**src/rtl/serial_mp_pkg.sv**
```systemverilog
package serial_mp_pkg;

   typedef enum logic [1:0] {
      RX_IDLE  = 2'd0,
      RX_START = 2'd1,
      RX_BITS  = 2'd2
   } rx_state_e;

   // Parity bit that makes data plus parity match the requested sense
   function automatic logic parity_bit(input logic [31:0] word, input int unsigned width,
                                       input logic odd);
      logic acc;
      acc = odd;
      for (int unsigned i = 0; i < width; i++) acc = acc ^ word[i];
      return acc;
   endfunction

endpackage

```
**src/rtl/mp_baud_gen.sv**
```systemverilog
module mp_baud_gen #(
   parameter int unsigned BRR_W   = 8,
   parameter int unsigned SEL_W   = 2,
   parameter int unsigned PRE_LOG = 2
) (
   input  logic             clk,
   input  logic             rst_n,
   input  logic [SEL_W-1:0] clk_sel,
   input  logic [BRR_W-1:0] bit_rate,
   output logic             tick
);
   localparam int unsigned N_TAPS = 1 << SEL_W;
   localparam int unsigned PRE_W  = PRE_LOG * (N_TAPS - 1);

   logic [PRE_W-1:0] pre_cnt;
   logic [N_TAPS-1:0] taps;
   logic             pre_en;
   logic [BRR_W-1:0] div_cnt;

   always_ff @(posedge clk or negedge rst_n) begin
      if (!rst_n) pre_cnt <= '0;
      else        pre_cnt <= pre_cnt + 1'b1;
   end

   for (genvar k = 0; k < N_TAPS; k++) begin : g_tap
      if (k == 0) begin : g_direct
         assign taps[k] = 1'b1;
      end else begin : g_div
         assign taps[k] = &pre_cnt[PRE_LOG*k-1:0];
      end
   end

   assign pre_en = taps[clk_sel];

   always_ff @(posedge clk or negedge rst_n) begin
      if (!rst_n) begin
         div_cnt <= '0;
         tick    <= 1'b0;
      end else begin
         tick <= 1'b0;
         if (pre_en) begin
            if (div_cnt >= bit_rate) begin
               div_cnt <= '0;
               tick    <= 1'b1;
            end else begin
               div_cnt <= div_cnt + 1'b1;
            end
         end
      end
   end


   tick_spacing_chk: assert property (@(posedge clk) disable iff (!rst_n)
      (tick && (clk_sel != '0 || bit_rate != '0)) |=> !tick);

   tick_source_chk: assert property (@(posedge clk) disable iff (!rst_n)
      $rose(tick) |-> $past(pre_en));

endmodule

```
**src/rtl/mp_tx.sv**
```systemverilog
module mp_tx #(
   parameter int unsigned DATA_W = 8,
   parameter int unsigned OSR    = 16
) (
   input  logic              clk,
   input  logic              rst_n,
   input  logic              tick,
   input  logic              two_stop,
   input  logic              par_en,
   input  logic              par_odd,
   input  logic              mp_mode,
   input  logic [DATA_W-1:0] data,
   input  logic              flag,
   input  logic              valid,
   output logic              ready,
   output logic              txd
);
   import serial_mp_pkg::*;

   localparam int unsigned FRAME_W = DATA_W + 4;
   localparam int unsigned OSR_W   = $clog2(OSR);
   localparam int unsigned BCNT_W  = $clog2(FRAME_W + 1);

   logic               busy;
   logic [FRAME_W-1:0] shreg;
   logic [BCNT_W-1:0]  bits_left;
   logic [OSR_W-1:0]   os_cnt;
   logic               txd_q;
   logic               extra_on;
   logic               extra_bit;
   logic [FRAME_W-1:0] frame;
   logic [BCNT_W-1:0]  nbits;

   assign extra_on  = mp_mode | par_en;
   assign extra_bit = mp_mode ? flag : parity_bit(32'(data), DATA_W, par_odd);

   always_comb begin
      if (extra_on) frame = {2'b11, extra_bit, data, 1'b0};
      else          frame = {3'b111, data, 1'b0};
      nbits = BCNT_W'(DATA_W + 2) + BCNT_W'(extra_on) + BCNT_W'(two_stop);
   end

   always_ff @(posedge clk or negedge rst_n) begin
      if (!rst_n) begin
         busy      <= 1'b0;
         shreg     <= '1;
         bits_left <= '0;
         os_cnt    <= '0;
         txd_q     <= 1'b1;
      end else if (!busy) begin
         txd_q <= 1'b1;
         if (valid) begin
            busy      <= 1'b1;
            shreg     <= frame;
            bits_left <= nbits;
            os_cnt    <= '0;
            txd_q     <= frame[0];
         end
      end else if (tick) begin
         if (os_cnt == OSR_W'(OSR - 1)) begin
            os_cnt <= '0;
            if (bits_left == BCNT_W'(1)) begin
               busy  <= 1'b0;
               txd_q <= 1'b1;
            end else begin
               shreg     <= {1'b1, shreg[FRAME_W-1:1]};
               txd_q     <= shreg[1];
               bits_left <= bits_left - 1'b1;
            end
         end else begin
            os_cnt <= os_cnt + 1'b1;
         end
      end
   end

   assign ready = !busy;
   assign txd   = txd_q;


   tx_idle_high_chk: assert property (@(posedge clk) disable iff (!rst_n)
      (!busy && !$past(busy)) |-> txd_q);

   tx_start_low_chk: assert property (@(posedge clk) disable iff (!rst_n)
      $rose(busy) |-> !txd_q);

   tx_bit_count_chk: assert property (@(posedge clk) disable iff (!rst_n)
      busy |-> (bits_left != '0 && bits_left <= BCNT_W'(FRAME_W)));

endmodule

```
**src/rtl/mp_rx.sv**
```systemverilog
module mp_rx #(
   parameter int unsigned DATA_W = 8,
   parameter int unsigned OSR    = 16
) (
   input  logic              clk,
   input  logic              rst_n,
   input  logic              tick,
   input  logic              rxd,
   input  logic              par_en,
   input  logic              par_odd,
   input  logic              mp_mode,
   input  logic              wait_id,
   output logic [DATA_W-1:0] data,
   output logic              flag,
   output logic              valid,
   output logic              frame_err,
   output logic              parity_err
);
   import serial_mp_pkg::*;

   localparam int unsigned OSR_W  = $clog2(OSR);
   localparam int unsigned MID    = OSR / 2;
   localparam int unsigned SAMP_W = DATA_W + 2;
   localparam int unsigned BCNT_W = $clog2(SAMP_W + 1);

   rx_state_e          state;
   logic               rx_s1, rx_s2;
   logic [OSR_W-1:0]   os_cnt;
   logic [BCNT_W-1:0]  bit_idx;
   logic [SAMP_W-1:0]  samp_q;
   logic               extra_on;
   logic [BCNT_W-1:0]  last_idx;
   logic               got_extra;
   logic               drop;
   logic               par_bad;

   assign extra_on  = mp_mode | par_en;
   assign last_idx  = BCNT_W'(DATA_W) + BCNT_W'(extra_on);
   assign got_extra = extra_on & samp_q[DATA_W];
   assign drop      = mp_mode & wait_id & !got_extra;
   assign par_bad   = !mp_mode & par_en &
                      (parity_bit(32'(samp_q[DATA_W-1:0]), DATA_W, par_odd) != samp_q[DATA_W]);

   always_ff @(posedge clk or negedge rst_n) begin
      if (!rst_n) begin
         rx_s1 <= 1'b1;
         rx_s2 <= 1'b1;
      end else begin
         rx_s1 <= rxd;
         rx_s2 <= rx_s1;
      end
   end

   always_ff @(posedge clk or negedge rst_n) begin
      if (!rst_n) begin
         state      <= RX_IDLE;
         os_cnt     <= '0;
         bit_idx    <= '0;
         samp_q     <= '0;
         data       <= '0;
         flag       <= 1'b0;
         valid      <= 1'b0;
         frame_err  <= 1'b0;
         parity_err <= 1'b0;
      end else begin
         valid      <= 1'b0;
         frame_err  <= 1'b0;
         parity_err <= 1'b0;
         if (tick) begin
            unique case (state)
               RX_IDLE: begin
                  if (!rx_s2) begin
                     state  <= RX_START;
                     os_cnt <= '0;
                  end
               end
               RX_START: begin
                  if (os_cnt == OSR_W'(MID - 1)) begin
                     os_cnt  <= '0;
                     bit_idx <= '0;
                     state   <= rx_s2 ? RX_IDLE : RX_BITS;
                  end else begin
                     os_cnt <= os_cnt + 1'b1;
                  end
               end
               RX_BITS: begin
                  if (os_cnt == OSR_W'(OSR - 1)) begin
                     os_cnt          <= '0;
                     samp_q[bit_idx] <= rx_s2;
                     if (bit_idx == last_idx) begin
                        state      <= RX_IDLE;
                        data       <= samp_q[DATA_W-1:0];
                        flag       <= mp_mode & samp_q[DATA_W];
                        valid      <= !drop;
                        frame_err  <= !drop & !rx_s2;
                        parity_err <= !drop & par_bad;
                     end else begin
                        bit_idx <= bit_idx + 1'b1;
                     end
                  end else begin
                     os_cnt <= os_cnt + 1'b1;
                  end
               end
               default: state <= RX_IDLE;
            endcase
         end
      end
   end


   rx_valid_pulse_chk: assert property (@(posedge clk) disable iff (!rst_n)
      valid |=> !valid);

   rx_frame_with_valid_chk: assert property (@(posedge clk) disable iff (!rst_n)
      frame_err |-> valid);

   rx_parity_mode_chk: assert property (@(posedge clk) disable iff (!rst_n)
      parity_err |-> (valid && !mp_mode && par_en));

   rx_id_filter_chk: assert property (@(posedge clk) disable iff (!rst_n)
      (valid && mp_mode && wait_id) |-> flag);

endmodule

```
**src/rtl/async_mp_serial.sv**
```systemverilog
module async_mp_serial #(
   parameter int unsigned DATA_W = 8,
   parameter int unsigned OSR    = 16,
   parameter int unsigned BRR_W  = 8
) (
   input  logic              clk,
   input  logic              rst_n,
   input  logic              cfg_two_stop,
   input  logic              cfg_parity_en,
   input  logic              cfg_parity_odd,
   input  logic              cfg_mp_mode,
   input  logic [1:0]        cfg_clk_sel,
   input  logic [BRR_W-1:0]  cfg_bit_rate,
   input  logic              cfg_wait_id,
   input  logic [DATA_W-1:0] tx_data,
   input  logic              tx_flag,
   input  logic              tx_valid,
   output logic              tx_ready,
   output logic              txd,
   input  logic              rxd,
   output logic [DATA_W-1:0] rx_data,
   output logic              rx_flag,
   output logic              rx_valid,
   output logic              rx_frame_err,
   output logic              rx_parity_err
);
   if (OSR < 4 || (OSR & (OSR - 1)) != 0) begin : g_bad_osr
      $error("OSR must be a power of two of at least 4");
   end
   if (DATA_W < 5 || DATA_W > 16) begin : g_bad_data
      $error("DATA_W must lie between 5 and 16");
   end
   if (BRR_W < 1 || BRR_W > 16) begin : g_bad_brr
      $error("BRR_W must lie between 1 and 16");
   end

   logic tick;

   mp_baud_gen #(.BRR_W(BRR_W), .SEL_W(2), .PRE_LOG(2)) u_baud (
      .clk      (clk),
      .rst_n    (rst_n),
      .clk_sel  (cfg_clk_sel),
      .bit_rate (cfg_bit_rate),
      .tick     (tick)
   );

   mp_tx #(.DATA_W(DATA_W), .OSR(OSR)) u_tx (
      .clk      (clk),
      .rst_n    (rst_n),
      .tick     (tick),
      .two_stop (cfg_two_stop),
      .par_en   (cfg_parity_en),
      .par_odd  (cfg_parity_odd),
      .mp_mode  (cfg_mp_mode),
      .data     (tx_data),
      .flag     (tx_flag),
      .valid    (tx_valid),
      .ready    (tx_ready),
      .txd      (txd)
   );

   mp_rx #(.DATA_W(DATA_W), .OSR(OSR)) u_rx (
      .clk        (clk),
      .rst_n      (rst_n),
      .tick       (tick),
      .rxd        (rxd),
      .par_en     (cfg_parity_en),
      .par_odd    (cfg_parity_odd),
      .mp_mode    (cfg_mp_mode),
      .wait_id    (cfg_wait_id),
      .data       (rx_data),
      .flag       (rx_flag),
      .valid      (rx_valid),
      .frame_err  (rx_frame_err),
      .parity_err (rx_parity_err)
   );

endmodule

```
**config.mk**
```make
export PLATFORM = sky130hd
export DESIGN_NAME = async_mp_serial
export DESIGN_NICKNAME = d
export VERILOG_FILES = /design/src/rtl/serial_mp_pkg.sv /design/src/rtl/mp_baud_gen.sv /design/src/rtl/mp_tx.sv /design/src/rtl/mp_rx.sv /design/src/rtl/async_mp_serial.sv
export SDC_FILE = /design/constraint.sdc
export NUM_CORES = 1
export LEC_CHECK = 0
export BUFFER_PORTS_ARGS = -buffer_cell sky130_fd_sc_hd__buf_2
export CORE_MARGIN = 8
export CORE_UTILIZATION = 55
export DETAILED_ROUTE_END_ITERATION = 12
export PLACE_DENSITY = 0.76
export SETUP_SLACK_MARGIN = 0.05
export SYNTH_ARGS = -nofsm -noshare
export SYNTH_HDL_FRONTEND = slang
export SYNTH_SLANG_ARGS = --single-unit
```
**constraint.sdc**
```tcl
create_clock -name clk -period 2.82 [get_ports clk]
set_clock_uncertainty 0.05 [all_clocks]
set_input_delay 0.564 -clock clk [delete_from_list [all_inputs] [get_ports clk]]
set_output_delay 0.564 -clock clk [all_outputs]
set_load 0.005 [all_outputs]
```
==> flow_metrics.env, run 1 <==
export IMPL_route_vias_total=2773
export IMPL_route_final_wire_length_um=7220
export IMPL_yosys_top_cells_area="sky130_fd_sc_hd__dfrtp_1, sky130_fd_sc_hd__dfstp_2, sky130_fd_sc_hd__ha_1"
export IMPL_placeableCoreArea_mm2=0.006719
export IMPL_die_width_um=98.67
export IMPL_cts_max_path_buffers=2
export IMPL_cts_buffers_inserted=9
export IMPL_power_per_cell_area_mw_per_mm2=768.7
export IMPL_timing_rr_end="u_baud.div_cnt[2]$_DFFE_PN0P_"
export IMPL_remaining_drc_errors=0
export IMPL_worst_slew_pin_tran_ps=754.3
export IMPL_clkSinkCount=67
export IMPL_synth_seq_cells=67
export IMPL_cts_max_level=3
export IMPL_post_synth_top_count_cell="sky130_fd_sc_hd__dfrtp_1"
export IMPL_tritoncts="yes"
export IMPL_root_buffer="sky130_fd_sc_hd__clkbuf_8"
export IMPL_worst_path_most_repeated_cell="sky130_fd_sc_hd__a21o_1"
export IMPL_ir_worst_vdd_mv=0.4324
export IMPL_path_delay_family="compound AO/OA/AOI/OAI gates"
export IMPL_most_used_flip_flop_cell_after_synthesis="sky130_fd_sc_hd__dfrtp_1"
export IMPL_placed_cells=473
export IMPL_timing_hold_worst_class="in -> async"
export IMPL_clock_fmax_mhz=442.0
export IMPL_viasPerCell=5.671
export IMPL_async_flop_share_pct=100.0
export IMPL_synth_sequential_area_ratio_pct=45.01
export IMPL_drt_initial_drc_count=119
export IMPL_postCtsSetupRepairBufs=0
export IMPL_critical_path_class="reg -> reg"
export IMPL_max_cap_violations=0
export IMPL_run_status="complete, no violations"
export IMPL_io_buffers=41
export IMPL_setup_viol=0
export IMPL_r2r_setup_slack_ps=560
export IMPL_slowest_stage="sky130_fd_sc_hd__a21oi_1"
export IMPL_fin_crit_ps=2262
export IMPL_mappedNetlistNets=407
export IMPL_post_cts_resize_count=0
export IMPL_placementRows=30
export IMPL_worstPathArrival_ps=2490
export IMPL_syn_inst=356
export IMPL_residual_antenna_violating_net_count_after_detailed_routing=0
export IMPL_end_kind="register"
export IMPL_netlist_top_cells_count="sky130_fd_sc_hd__dfrtp_1, sky130_fd_sc_hd__nand2_1, sky130_fd_sc_hd__ha_1, sky130_fd_sc_hd__o21ai_0, sky130_fd_sc_hd__nor2_1"
export IMPL_synth_distinct_cells=56
export IMPL_number_of_antenna_violations_at_the_first_check_in_global_routing=0
export IMPL_finalMaxSlewViolations=0
export IMPL_worst_path_cell_chain="ha_1 -> a21o_1 -> a21o_1 -> a21o_1 -> a21oi_1 -> a221o_1"
export IMPL_num_io_pins=42
export IMPL_crit_start="u_baud.div_cnt[5]$_DFFE_PN0P_"
export IMPL_r2r_cells=6
export IMPL_drt_first_pass_iters=4
export IMPL_detail_route_wl_per_cell_um=14.76
export IMPL_share_of_the_cycle_needed_by_the_critical_path_after_routing_pct=80.22
export IMPL_antennaDiodeCount=0
export IMPL_finalSetupTns_ps=0
export IMPL_drive_above_1_share_pct=24.94
export IMPL_leakagePower_nw=2.080
export IMPL_clk_latency_ps=350
export IMPL_required_ps=3050
export IMPL_relSlewSlack_pct=49.71
export IMPL_detailed_place_hpwl_um=5210
export IMPL_synth_area_mm2=0.003759
export IMPL_path_buf_inv=0
export IMPL_synth_edff_count=0
export IMPL_hold_viol=0
export IMPL_fp_dieH_um=98.67
export IMPL_critPathMaxStageDelay_ps=570
export IMPL_r2r_start="u_baud.div_cnt[5]$_DFFE_PN0P_"
export IMPL_total_of_hold_buffers_inserted_after_clock_tree_synthesis=0
export IMPL_rsz0062_at_grt="no"
export IMPL_floorplan_die_area_mm2=0.009735
export IMPL_syn_mean_instance_area_um2=10.56
export IMPL_grt_start_max_net_pins=36
export IMPL_netlist_top_cell_by_area="sky130_fd_sc_hd__dfrtp_1"
export IMPL_synth_largest_type_area_fraction_pct=36.62
export IMPL_place_gp_congestion=0.8328
export IMPL_worst_setup_path_start_kind="register"
export IMPL_final_net_count=455
export IMPL_global_route_overflow_total=0
export IMPL_grt_total_usage_pct=16.14
export IMPL_synthesis_yosys_warnings=0
export IMPL_whs_ps=230.2
export IMPL_layoutNonFillerInstCount=489
export IMPL_critical_path_max_fanout=8
export IMPL_initial_core_utilization_pct=55.94
export IMPL_clkTransAtPathRegs_ps=80
export IMPL_areaGrowthSynthToFinish_pct=14.65
export IMPL_grt_pass1_wl_um=12880
export IMPL_number_of_global_route_vias_before_repair=2767
==> layout by cell type (no fill, tap or decap), drive strengths merged, types with 3 or more instances in the layout <==
cell     instances
a22o             7
clkbuf          10
nand3b           3
xor2             3
a221o            4
inv             18
nor2            22
a211oi           5
nand3           16
nand2b           7
o211ai           3
mux2i           10
nor3             5
a21o             7
or3              5
a21oi           18
dfrtp           55
ha              23
and2             3
bufinv           3
buf             47
a2111oi          3
mux2            18
o21ai           23
xnor2           16
nand2           34
dfstp           12
==> how the worst max path moves through the flow <==
stage,depth (start not counted),slack (ps),to
after floorplan,7,750,u_baud.div_cnt[2]$_DFFE_PN0P_
after global placement,8,480,u_baud.div_cnt[5]$_DFFE_PN0P_
after detailed placement,8,390,u_baud.div_cnt[5]$_DFFE_PN0P_
after CTS,7,570,u_rx.samp_q[5]$_DFFE_PN0P_
after global routing,7,390,u_rx.samp_q[5]$_DFFE_PN0P_
final,6,560,u_baud.div_cnt[2]$_DFFE_PN0P_
==> layout make-up <==
type / count / area (um^2)
sequential: 67 / 1692
inverter: 19 / 73.82
timing repair buffer: 47 / 262.8
multi-input combinational: 260 / 1939
tap: 80 / 100.1
fill: 524 / 2410
clock inverter: 6 / 113.9
clock buffer: 10 / 127.6
==> registers in the layout, indices dropped and copies added (netlist names) <==
register and flops:
u_baud.div_cnt 8, u_baud.pre_cnt 6, u_baud.tick 1, u_rx.bit_idx 4
u_rx.data 8, u_rx.flag 1, u_rx.frame_err 1, u_rx.os_cnt 4
u_rx.parity_err 1, u_rx.rx_s1 1, u_rx.rx_s2 1, u_rx.samp_q 9
u_rx.state 2, u_rx.valid 1, u_tx.bits_left 4, u_tx.busy 1
u_tx.os_cnt 4, u_tx.shreg 9, u_tx.txd 1
==> per-stage QoR <==
stage                     utilization [%]  cell area, um^2  power, mW  setup WS, ps
after global placement              60.54             4068      2.302         478.7
after CTS                           64.13             4309      3.345         565.5
after floorplan                         -             3759      2.110         746.7
after detailed placement            60.54             4068      2.361         391.9
final                               64.13             4309      3.312         557.8
after global routing                64.13             4309      3.564         386.4
==> power by group <==
group,internal (mW),switching (mW)
clock,0.589,0.374
sequential,1.23,0.231
combinational,0.427,0.462
==> kinds of logic after synthesis <==
logic type / count (synthesis) / share of synthesized area, %
AOI/OAI and AO/OA: 82 / 14.65
xor gates and xnor gates: 20 / 5.027
adders and majority gates: 23 / 7.657
buffers and inverters: 29 / 3.395
DFF: 67 / 45.01
muxes: 28 / 9.254
and+or+nand+nor: 107 / 15.01
==> layer usage <==
metal | part of all wire (%) | GRT usage (%) | vias up
met5 | 0 | 0 | -
met4 | 1.6 | 7.202 | 0
met3 | 5.3 | 3.946 | 12
met2 | 47 | 26.69 | 60
met1 | 46 | 19.48 | 1325
li1 | - | - | 1376
==> worst reg2reg max path, delay by kind of cell (launching register included) <==
kind / cells / cell delay (ps)
AOI/OAI and AO/OA: 5 / 1370
adders and majority gates: 1 / 320
DFF: 1 / 450
Note: power is estimated with default switching activity, not from simulation.
==> inputs of run 2 (changes only) <==
Clock period 2.82 ns to 2.28 ns, I/O delays scaled along.
==> run 2 against run 1 <==
  * Core utilization increased by 0.32 points
  * Final area grew 0.49%
  * Clock power is 16% higher
  * Critical path type unchanged
  * Critical endpoint is now u_rx.samp_q[6]$_DFFE_PN0P_
==> flow_metrics.env, run 2 (same netlist as run 1, synthesis figures left out) <==
export IMPL_run_status="complete, no violations"
export IMPL_place_gp_congestion=0.8194
export IMPL_rsz0062_at_grt="no"
export IMPL_netSwitchingPower_mw=1.332
export IMPL_most_used_cells_in_the_layout_excluding_fill_and_tap_cells="sky130_fd_sc_hd__dfrtp_1, sky130_fd_sc_hd__buf_2, sky130_fd_sc_hd__nand2_1, sky130_fd_sc_hd__ha_1"
export IMPL_cts_max_level=3
export IMPL_largest_registers_ranked_by_flip_flop_count="u_rx.samp_q (9), u_tx.shreg (9)"
export IMPL_wirelength_met1_um=3358
export IMPL_finalSetupTns_ps=0
export IMPL_cts_buffers_inserted=9
export IMPL_residual_antenna_violating_net_count_after_detailed_routing=0
export IMPL_worstPathArrival_ps=2290
export IMPL_cts_max_path_buffers=2
export IMPL_intPower_mw=2.733
export IMPL_end_kind="register"
export IMPL_grt_start_max_net_pins=68
export IMPL_floorplan_die_area_mm2=0.009735
export IMPL_initial_core_utilization_pct=55.94
export IMPL_setup_viol=0
export IMPL_filler_cell_count=501
export IMPL_number_of_global_route_vias_before_repair=2772
export IMPL_placeableCoreArea_mm2=0.006719
export IMPL_critical_path_class="reg -> reg"
export IMPL_finish_instance_area_mm2=0.004330
export IMPL_seq_area_mm2=0.001692
export IMPL_root_buffer="sky130_fd_sc_hd__clkbuf_8"
export IMPL_mostFrequentLayoutCell="sky130_fd_sc_hd__dfrtp_1"
export IMPL_power_frac_clock_pct=27.4
export IMPL_share_of_the_cycle_needed_by_the_critical_path_after_routing_pct=92.07
export IMPL_detailed_place_hpwl_um=5268
export IMPL_route_final_wire_length_um=7362
export IMPL_post_cts_resize_count=0
export IMPL_drive_above_1_share_pct=26.15
export IMPL_num_io_pins=42
export IMPL_clk_latency_ps=350
export IMPL_placementRows=30
export IMPL_die_width_um=98.67
export IMPL_pwr_share_seq_pct=44.1
export IMPL_clock_fmax_mhz=476.3
export IMPL_postCtsSetupRepairBufs=0
export IMPL_finalPower_mw=4.064
export IMPL_worst_slew_pin_tran_ps=560.2
export IMPL_io_buffers=41
export IMPL_required_ps=2470
export IMPL_total_of_hold_buffers_inserted_after_clock_tree_synthesis=0
export IMPL_multi_input_gate_area_mm2=0.001946
export IMPL_relSlewSlack_pct=62.58
export IMPL_hold_viol=0
export IMPL_number_of_antenna_violations_at_the_first_check_in_global_routing=0
export IMPL_dpl_cell_area_mm2=0.004098
export IMPL_clkSinkCount=67
export IMPL_antennaDiodeCount=0
export IMPL_fp_dieH_um=98.67
export IMPL_detail_route_wl_per_cell_um=14.93
export IMPL_tritoncts="yes"
export IMPL_whs_ps=62.55
export IMPL_global_route_overflow_total=0
export IMPL_critical_path_max_fanout=8
export IMPL_max_cap_violations=0
export IMPL_layoutNonFillerInstCount=493
export IMPL_timing_hold_worst_class="in -> async"
export IMPL_viasPerCell=5.623
export IMPL_route_vias_total=2772
export IMPL_detailroute_wirelength_met3_um=378
export IMPL_placed_cells=477
export IMPL_grt_total_usage_pct=16.04
export IMPL_power_share_combinational_pct=28.5
export IMPL_routed_top_layer="met4"
export IMPL_clkTransAtPathRegs_ps=80
export IMPL_fin_crit_ps=2099
export IMPL_areaGrowthSynthToFinish_pct=15.21
export IMPL_leakagePower_nw=2.096
export IMPL_power_per_cell_area_mw_per_mm2=938.6
export IMPL_final_net_count=459
export IMPL_drt_initial_drc_count=76
export IMPL_power_switching_fraction_pct=32.77
export IMPL_finalMaxSlewViolations=0
export IMPL_ir_worst_vdd_mv=0.6666
export IMPL_worst_setup_path_start_kind="register"
export IMPL_met2_length_um=3506
export IMPL_grt_pass1_wl_um=12730
export IMPL_drt_first_pass_iters=5
export IMPL_remaining_drc_errors=0
-- run 2: cell types whose count changed in the layout (fill, tap and decap cells not counted), sizes merged --
cell	previous run	this run
buf	47	51
bufinv	3	2
clkinv	2	3
-- run 2: power groups by stage --
stage	clock, mW	combinational (mW)	sequential (mW)
2_1_floorplan	0	0.868	1.74
3_3_place_gp	0	1.09	1.80
3_5_place_dp	0	1.15	1.81
4_1_cts	1.13	1.16	1.79
5_1_grt	1.20	1.33	1.84
6_report	1.12	1.16	1.79
-- run 2: per-stage QoR --
stage / worst slack [ps] / utilization [%]
6_report: 180.7 / 64.45
5_1_grt: 84.24 / 64.45
4_1_cts: 153.0 / 64.36
3_5_place_dp: 89.21 / 60.99
3_3_place_gp: 171.2 / 60.99
2_1_floorplan: 212.3 / -
-- run 2: final timing paths --
check	from	to	slack (ps)	depth (start not counted)
setup reg to reg	u_rx.state[0]$_DFFE_PN0P_	u_rx.samp_q[6]$_DFFE_PN0P_	180	7
max in group asynchronous	rst_n	u_rx.rx_s1$_DFF_PN1_	1790	2
min in group clk	rxd	u_rx.rx_s1$_DFF_PN1_	160	1
hold reg to reg	u_rx.rx_s1$_DFF_PN1_	u_rx.rx_s2$_DFF_PN1_	310	0
setup / recovery	u_rx.state[0]$_DFFE_PN0P_	u_rx.samp_q[6]$_DFFE_PN0P_	180	7
hold / removal	rst_n	u_tx.bits_left[2]$_DFFE_PN0P_	60	2
-- run 2: final cells by class --
class / count / share of cell area (%)
Sequential cell: 67 / 39.06
Timing Repair Buffer: 51 / 6.761
Inverter: 19 / 1.705
Clock inverter: 6 / 2.051
Multi-Input combinational cell: 260 / 44.93
Clock buffer: 10 / 3.178
Tap cell: 80 / 2.311
-- run 2: worst max-delay path, stage by stage (launching register included) --
cell and delay (ps):
sky130_fd_sc_hd__dfrtp_1 410, sky130_fd_sc_hd__inv_1 100, sky130_fd_sc_hd__ha_1 210, sky130_fd_sc_hd__inv_4 50, sky130_fd_sc_hd__or3_4 480, sky130_fd_sc_hd__nor3b_4 280, sky130_fd_sc_hd__nand2_1 120, sky130_fd_sc_hd__mux2_4 300
-- run 2: per-layer routing --
metal  track usage, %  vias to the layer above
li1                 -                     1376
met1            18.86                     1324
met2            26.74                       60
met3            5.356                       12
met4            5.549                        0
met5                0                        -
==> inputs of run 3 (changes only) <==
Settings changed: ABC_AREA set to 1, CTS_BUF_LIST set to sky130_fd_sc_hd__clkbuf_8, HOLD_SLACK_MARGIN set to 0.06.
==> run 3 against run 2 <==
  * Sequential power down 14%
  * Critical path depth is 4 lower
  * Fmax grew 7.5%
  * Via count up 10%
  * Area after synthesis decreased by 1.6%
  * First-iteration DRC count up 49%
  * Synthesized cell count increased by 28%
  * Largest cell class unchanged
  * Highest routed layer unchanged
==> flow_metrics.env, run 3 <==
export IMPL_grt_total_usage_pct=16.35
export IMPL_clock_fmax_mhz=511.9
export IMPL_relSlewSlack_pct=63.03
export IMPL_residual_antenna_violating_net_count_after_detailed_routing=0
export IMPL_syn_mean_instance_area_um2=8.131
export IMPL_synth_sequential_area_ratio_pct=45.72
export IMPL_number_of_global_route_vias_before_repair=2966
export IMPL_dpl_cell_area_mm2=0.004016
export IMPL_placementRows=30
export IMPL_synth_largest_type_area_fraction_pct=37.20
export IMPL_global_route_overflow_total=0
export IMPL_most_used_flip_flop_cell_after_synthesis="sky130_fd_sc_hd__dfrtp_1"
export IMPL_async_flop_share_pct=100.0
export IMPL_root_buffer="sky130_fd_sc_hd__clkbuf_8"
export IMPL_fp_dieH_um=98.02
export IMPL_required_ps=1770
export IMPL_detailed_place_hpwl_um=5620
export IMPL_yosys_top_cells_area="sky130_fd_sc_hd__dfrtp_1, sky130_fd_sc_hd__nand2_1, sky130_fd_sc_hd__dfstp_2"
export IMPL_finish_instance_area_mm2=0.004230
export IMPL_total_of_hold_buffers_inserted_after_clock_tree_synthesis=0
export IMPL_route_vias_total=3052
export IMPL_grt_pass1_wl_um=12910
export IMPL_yosys_area_share_xor_xnor_pct=4.498
export IMPL_mostFrequentLayoutCell="sky130_fd_sc_hd__nand2_1"
export IMPL_hold_viol=0
export IMPL_worstSetupEndpoint="tx_ready"
export IMPL_end_kind="output port"
export IMPL_r2r_cells=8
export IMPL_netlist_top_cell_by_area="sky130_fd_sc_hd__dfrtp_1"
export IMPL_leakagePower_nw=2.178
export IMPL_muxShareOfSynthArea_pct=0.2705
export IMPL_grt_start_max_net_pins=68
export IMPL_post_synth_fa_ha_maj_area_fraction_pct=7.778
export IMPL_number_of_antenna_violations_at_the_first_check_in_global_routing=0
export IMPL_clk_latency_ps=330
export IMPL_finalPower_mw=3.271
export IMPL_layoutNonFillerInstCount=589
export IMPL_filler_cell_count=557
export IMPL_ir_worst_vdd_mv=0.5454
export IMPL_setup_viol=0
export IMPL_cts_buffers_inserted=9
export IMPL_cts_max_level=3
export IMPL_postCtsSetupRepairBufs=0
export IMPL_synth_edff_count=0
export IMPL_r2r_setup_slack_ps=380
export IMPL_synth_seq_cells=67
export IMPL_finalMaxSlewViolations=0
export IMPL_post_cts_resize_count=0
export IMPL_simple_gate_portion_of_the_synthesized_area_pct=25.30
export IMPL_post_synth_top_count_cell="sky130_fd_sc_hd__nand2_1"
export IMPL_remaining_drc_errors=0
export IMPL_largest_registers_ranked_by_flip_flop_count="u_rx.samp_q (9), u_tx.shreg (9)"
export IMPL_synth_compound_area_share_pct=8.759
export IMPL_clkSinkCount=67
export IMPL_final_net_count=555
export IMPL_clkTransAtPathRegs_ps=70
export IMPL_netlist_top_cells_count="sky130_fd_sc_hd__nand2_1, sky130_fd_sc_hd__inv_1, sky130_fd_sc_hd__dfrtp_1, sky130_fd_sc_hd__nand3_1, sky130_fd_sc_hd__nor2_1"
export IMPL_synthesis_yosys_warnings=0
export IMPL_synth_area_mm2=0.003700
export IMPL_tritoncts="yes"
export IMPL_place_gp_congestion=0.8568
export IMPL_route_final_wire_length_um=7429
export IMPL_finalSetupTns_ps=0
export IMPL_cts_max_path_buffers=2
export IMPL_drive_above_1_share_pct=17.09
export IMPL_io_buffers=41
export IMPL_worst_setup_path_start_kind="register"
export IMPL_seq_area_mm2=0.001692
export IMPL_mappedNetlistNets=506
export IMPL_r2r_start="u_rx.state[0]$_DFFE_PN0P_"
export IMPL_fin_crit_ps=1954
export IMPL_critical_path_max_fanout=16
export IMPL_rsz0062_at_grt="no"
export IMPL_run_status="complete, no violations"
export IMPL_antennaDiodeCount=0
export IMPL_multi_input_gate_area_mm2=0.001724
export IMPL_most_used_cells_in_the_layout_excluding_fill_and_tap_cells="sky130_fd_sc_hd__nand2_1, sky130_fd_sc_hd__inv_1, sky130_fd_sc_hd__dfrtp_1, sky130_fd_sc_hd__nand3_1, sky130_fd_sc_hd__buf_2"
export IMPL_viasPerCell=5.182
export IMPL_max_cap_violations=0
export IMPL_placed_cells=573
export IMPL_power_per_cell_area_mw_per_mm2=773.1
export IMPL_syn_inst=455
export IMPL_die_width_um=98.02
export IMPL_synth_top_family_by_area="simple AND/OR/NAND/NOR gates"
export IMPL_worst_slew_pin_tran_ps=554.0
export IMPL_timing_hold_worst_class="in -> async"
export IMPL_placeableCoreArea_mm2=0.006644
export IMPL_crit_start="u_tx.busy$_DFF_PN0_"
export IMPL_areaGrowthSynthToFinish_pct=14.34
export IMPL_drt_first_pass_iters=4
export IMPL_drt_initial_drc_count=113
export IMPL_initial_core_utilization_pct=55.69
export IMPL_synth_distinct_cells=33
export IMPL_floorplan_die_area_mm2=0.009607
export IMPL_detail_route_wl_per_cell_um=12.61
export IMPL_worstPathArrival_ps=1450
export IMPL_num_io_pins=42
export IMPL_timing_rr_end="u_rx.flag$_DFFE_PN0P_"
export IMPL_share_of_the_cycle_needed_by_the_critical_path_after_routing_pct=85.68
export IMPL_critical_path_class="reg -> out"
==> run 3: cell types whose count changed in the layout (fill, tap and decap cells not counted), sizes merged, moves of 9 or more <==
cell | before | now
nand2 | 34 | 112
inv | 18 | 65
nand3 | 16 | 50
mux2 | 18 | 0
o21ai | 23 | 36
xnor2 | 16 | 4
xor2 | 3 | 15
nor2 | 22 | 32
mux2i | 10 | 1
==> run 3: report_power, final <==
part           internal [mW]  total [mW]  switching, mW
sequential              1.39        1.54          0.147
clock                  0.591        1.03          0.434
combinational          0.293       0.709          0.417
total                   2.27        3.27          0.998
==> run 3: cells by family after synthesis <==
| logic type | count (synthesis) |
|---|---|
| buffers and inverters | 71 |
| AO/OA/AOI/OAI | 61 |
| XOR/XNOR | 19 |
| multiplexers | 1 |
| AND/OR/NAND/NOR | 213 |
| flip-flops | 67 |
| adder cells (fa/ha/maj) | 23 |
==> run 3: critical path, cell delays in order (launching register included) <==
cell,delay [ps]
sky130_fd_sc_hd__dfrtp_1,660
sky130_fd_sc_hd__inv_1,120
sky130_fd_sc_hd__buf_4,200
sky130_fd_sc_hd__buf_2,140
==> run 3: per-layer routing <==
layer | GRT usage (%) | share of wire, %
met1 | 19.41 | 47
met2 | 27.19 | 48
met3 | 4.908 | 3.5
met4 | 6.235 | 0.94
met5 | 0 | 0
==> run 3: worst min-delay path by stage <==
stage	to	start	cells after the start
after floorplan	u_baud.div_cnt[0]$_DFFE_PN0P_	rst_n	0
after detailed placement	u_rx.rx_s2$_DFF_PN1_	u_rx.rx_s1$_DFF_PN1_	0
after global routing	u_baud.div_cnt[0]$_DFFE_PN0P_	rst_n	2
after global placement	u_rx.rx_s2$_DFF_PN1_	u_rx.rx_s1$_DFF_PN1_	0
after CTS	u_tx.bits_left[2]$_DFFE_PN0P_	rst_n	2
final	u_baud.div_cnt[5]$_DFFE_PN0P_	rst_n	2
==> run 3: cell type report <==
| type | count | area share [%] |
|---|---|---|
| clock buffers | 12 | 3.904 |
| clock inverters | 4 | 1.154 |
| inverters | 64 | 5.679 |
| multi-input cells | 317 | 40.76 |
| flip-flops and latches | 67 | 39.99 |
| well taps | 80 | 2.366 |
| repair buffers | 45 | 6.152 |
==> run 3: metrics by stage <==
stage / setup slack [ps] / hold WS, ps / utilization, %
floorplan: 538.4 / 110.4 / -
global placement: 455.4 / 302.4 / 60.45
detailed placement: 400.8 / 303.0 / 60.45
CTS: 300.3 / 82.98 / 63.67
global route: 187.8 / 97.98 / 63.67
finish: 326.5 / 74.85 / 63.67
